File: config.mk
export PLATFORM = sky130hd
export DESIGN_NAME = pmpc_first_match
export DESIGN_NICKNAME = d
export VERILOG_FILES = /design/src/rtl/pmpc_pkg.sv /design/src/rtl/pmpc_first_match.sv
export SDC_FILE = /design/constraint.sdc
export NUM_CORES = 1
export LEC_CHECK = 0
export CAP_MARGIN = 30
export CORE_MARGIN = 2
export CORE_UTILIZATION = 18
export DETAILED_ROUTE_END_ITERATION = 10
export PLACE_DENSITY_LB_ADDON = 0.05
export SLEW_MARGIN = 20
export SYNTH_ARGS = -nofsm -noshare
export SYNTH_HDL_FRONTEND = slang
export SYNTH_SLANG_ARGS = --single-unit
export TNS_END_PERCENT = 30
File: constraint.sdc
create_clock -name vclk -period 1.6
set_input_delay 0.24 -clock vclk [all_inputs]
set_output_delay 0.24 -clock vclk [all_outputs]
set_load 0.02 [all_outputs]
File: src/rtl/pmpc_pkg.sv
package pmpc_pkg;

   typedef enum logic [1:0] {
      ACC_FETCH = 2'd0,
      ACC_LOAD  = 2'd1,
      ACC_STORE = 2'd2,
      ACC_RSVD  = 2'd3
   } acc_e;

   typedef enum logic [1:0] {
      PRV_USER  = 2'd0,
      PRV_SUPER = 2'd1,
      PRV_RSVD  = 2'd2,
      PRV_MACH  = 2'd3
   } prv_e;

   typedef enum logic [1:0] {
      AM_OFF   = 2'd0,
      AM_TOR   = 2'd1,
      AM_NA4   = 2'd2,
      AM_NAPOT = 2'd3
   } amode_e;

   typedef struct packed {
      logic       lock;
      logic [1:0] spare;
      amode_e     mode;
      logic       x;
      logic       w;
      logic       r;
   } ecfg_t;

   localparam logic [3:0] CAUSE_NONE   = 4'd0;
   localparam logic [3:0] CAUSE_IFAULT = 4'd1;
   localparam logic [3:0] CAUSE_LFAULT = 4'd5;
   localparam logic [3:0] CAUSE_SFAULT = 4'd7;

   function automatic logic [3:0] fault_code(input acc_e kind);
      case (kind)
         ACC_FETCH: fault_code = CAUSE_IFAULT;
         ACC_LOAD:  fault_code = CAUSE_LFAULT;
         default:   fault_code = CAUSE_SFAULT;
      endcase
   endfunction

endpackage

File: src/rtl/pmpc_first_match.sv
module pmpc_first_match
   import pmpc_pkg::*;
#(
   parameter int NUM_ENTRIES = 8
) (
   input  logic                        clk,
   input  logic                        rst_n,
   input  logic [NUM_ENTRIES-1:0]      hit,
   input  logic [NUM_ENTRIES-1:0][7:0] cfg,
   input  logic [1:0]                  acc_type,
   input  logic [1:0]                  priv,
   output logic                        allow
);

   acc_e kind;
   logic is_mach;
   logic [NUM_ENTRIES:0]   seen;
   logic [NUM_ENTRIES-1:0] take;
   logic [NUM_ENTRIES-1:0] perm;

   assign kind    = acc_e'(acc_type);
   assign is_mach = (prv_e'(priv) == PRV_MACH);
   assign seen[0] = 1'b0;

   for (genvar i = 0; i < NUM_ENTRIES; i++) begin : g_ent
      ecfg_t c;
      assign c = ecfg_t'(cfg[i]);
      assign perm[i] = (is_mach && !c.lock) ||
                       (kind == ACC_FETCH && c.x) ||
                       (kind == ACC_LOAD  && c.r) ||
                       (kind == ACC_STORE && c.w);
      assign take[i]   = hit[i] && !seen[i];
      assign seen[i+1] = seen[i] | hit[i];
   end

   assign allow = (|(take & perm)) | (!seen[NUM_ENTRIES] && is_mach);


   nomatch_mach_ok_chk: assert property (@(posedge clk) disable iff (!rst_n)
      (hit == '0 && priv == 2'd3) |-> allow);


   nomatch_low_deny_chk: assert property (@(posedge clk) disable iff (!rst_n)
      (hit == '0 && priv != 2'd3) |-> !allow);


   mach_unlocked_pass_chk: assert property (@(posedge clk) disable iff (!rst_n)
      (hit[0] && !cfg[0][7] && priv == 2'd3) |-> allow);


   locked_binds_mach_chk: assert property (@(posedge clk) disable iff (!rst_n)
      (hit[0] && cfg[0][7] && cfg[0][2:0] == 3'b000) |-> !allow);

endmodule

==> results summary <==
The flow ran to the end, but the final reports show violations. The final reports fail on setup timing. The met2 track demand over resource is 0.229.

The post-synthesis instance total is 46. The main combinational cell family by area after synthesis is simple AND/OR/NAND/NOR gates. The power spent charging and discharging nets is 0.0716 mW. The sequential fraction of the synthesis area is 0. The worst setup margin is -0.0275 ns. The last weighted congestion value of the routability-driven placer came out at 0.745. The total nets after synthesis came out at 124. The portion of total power attributed to the clock network came out at 0. The final setup violation count came out at 1.

The worst setup path is launched from an input port. The count of buffers inserted at the top-level ports is 45. The cell area that synthesis handed to floorplanning was 352 um2. The data required time of the worst path came out at 1.36 ns.

The total area of multi-input combinational cells is 360 um2. The vertical extent of the die came out at 48.2 um. In the final routed layout, each cell accounts on average for 12.5 um. The cell type with the highest aggregate area in the netlist is mux2i_1. The total detailed-routing wirelength came out at 1510 um. The number of hold-repair buffers added at the cts stage came out at 0. The cell count of the worst hold path came out at 5.

The post-layout net count came out at 176. The number of clock buffers in the layout came out at 0. The number of antenna violations at the first check in global routing came out at 0. The starting density of the core is 0.197. In the global route stage, overall resource usage came out at 0.116. The distinct cell type count after synthesis came out at 21. The detailed-route DRC error count came out at 0. The most frequently used cell type in the post-synthesis netlist is mux2i_1. The startpoint identified for the worst hold timing path is hit[0]. The multiplexer fraction of the synthesized cell area is 0.228.

The most critical setup path has its startpoint at hit[3]. The critical path is of the input port to output pin type. The leakage dissipation is 0.497 nW. The area growth from synthesis to layout is 165%. After synthesis, the most frequently instantiated cells are mux2i_1, nand3b_1, o221ai_1, nand2_1, nor2_1. The area fraction in compound gates after synthesis came to 0.313.

The share of the clock period used by the worst path after layout came out at 1.02. The utilization after layout came out at 0.522. The full die area is 2320 um2. Based on the critical path, the design can be clocked at up to 0.614 GHz. The number of antenna diodes in the final layout is 0. The register cell area after layout came out at 0 um2. The die extent in x came out at 48.2 um. Of the cells placed in the final design, the portion with a size suffix greater than 1 is 0.302. The remaining number of nets flagged by the antenna check after routing is 0. The average vias per placed instance is 4.76. The worst-case hold slack came out at 0.964 ns. The most utilized layer in the global route result is met2. The path with the worst hold slack has its endpoint at allow. The number of warnings issued by yosys came out at 0. Total power for the finished layout comes to 0.208 mW. Dividing the synthesized area by the synthesized cell count gives 7.64 um2. The cell area power density came out at 223 nW/um2. Cell internal power was estimated by the tool at 0.136 mW. The min-delay analysis places its worst path in the category input port to output pin. The first-pass GRT wire length is 2010 um. The via count of the first global-routing pass is 508. Setup repair after global routing could not meet its margin everywhere. The logic gate share of total power came out at 1.000. The floorplan step defined a core boundary enclosing 1780 um2. The largest net degree at the start of global routing is 9.

The global-route congestion overflow total came out at 0. The filler cells instantiated in the layout total 186. Of the total power, the share spent switching nets is 0.345. The worst setup path is captured at an output pin. In this run, the number of DRC markers left after iteration 0 of detailed routing was 7. The synthesized-area fraction occupied by adder cells came out at 0.

The number of max-cap violations came out at 0. The global routing met3 resource utilization is 0.0185. The largest fanout of any net on the critical path came out at 3. Sequential cells placed in the final layout were counted as 0.

Of the post-synthesis cell area, the dominant cell type holds 0.228. After floorplanning, the core was divided into 15 placement rows. The worst endpoint data arrival time is 1.39 ns. The first detailed-routing pass took 4 iterations. Of the total power, registers draw 0. Yosys attributes the largest share of cell area to mux2i_1, o221ai_1, nand3b_1, buf_6, a211o_1. The half-perimeter wire length after placement came out at 1200 um.

The relative slew slack came out at 0.866. The number of top-level pins came out at 79. The xor-xnor portion of the synthesized cell area came out at 0. The final route contains 576 vias. The number of pins with negative max-slew slack in the final report is 0. The hold violation count in the final report came to 0. The minimum period implied by the final worst setup slack is 1.63 ns. For the pin with the worst max-slew slack, the measured transition is 0.195 ns.

The area fraction in and, or, nand and nor cells after synthesis is 0.349. VDD sags by at most 94.9 uV. The global routing usage on met1 is 0.136.
==> worst max path at each step <==
stage / to / slack, ns
after global routing: allow / -0.08
after detailed placement: allow / -0.85
after floorplan: allow / 0.11
final: allow / -0.03
after CTS: allow / -0.10
after global placement: allow / -0.88
==> cells by family after synthesis <==
kind of cell	Yosys count
AND/OR/NAND/NOR	19
AO/OA/AOI/OAI	14
multiplexers	8
buffers and inverters	5
==> timing repair <==
item,in CTS,in global routing
pin swaps,13,22
setup buffers,0,0
gates resized for setup,46,28
endpoints found under the setup margin,1,1
==> power groups by stage <==
stage / sequential (mW) / clock (mW) / combinational [mW]
after CTS: 0 / 0 / 0.203
after global routing: 0 / 0 / 0.223
after global placement: 0 / 0 / 0.205
final: 0 / 0 / 0.208
after detailed placement: 0 / 0 / 0.205
after floorplan: 0 / 0 / 0.0683
==> worst max-delay path, stage by stage <==
cell and delay (ns):
buf_6 0.09, or4_4 0.56, nor3_4 0.14, o311ai_2 0.12, nand4_1 0.11, buf_6 0.13
==> layout by cell type (no fill, tap or decap), types with 2 or more instances in the layout <==
master and count:
o221ai_1 3, o221ai_2 3, nand2_1 3, buf_6 7
a211o_1 2, buf_2 3, nor2_1 3, mux2i_1 7
dlygate4sd2_1 7, clkdlybuf4s50_1 15, dlymetal6s2s_1 14, clkbuf_2 2
nand3b_1 6, buf_4 6
==> metal layers <==
| layer | up-vias | wire [um] |
|---|---|---|
| li1 | 287 | - |
| met1 | 253 | 557 |
| met2 | 36 | 727 |
| met3 | 0 | 222 |
| met4 | 0 | 0 |
| met5 | - | 0 |
==> through the flow <==
step	cells	area [um2]	setup WS, ns	TNS, ns
final	121	931	-0.0275	-0.0275
after floorplan	46	352	0.114	0
after global placement	121	866	-0.880	-0.880
after detailed placement	121	866	-0.846	-0.846
after CTS	121	877	-0.100	-0.100
after global routing	121	931	-0.0833	-0.0833
==> area by class of cell <==
cell class	count	area share
tap	25	0.0336
multi-input combinational	41	0.387
timing repair buffer	54	0.575
inverter	1	0.00403
(Power assumes the default switching activity.)
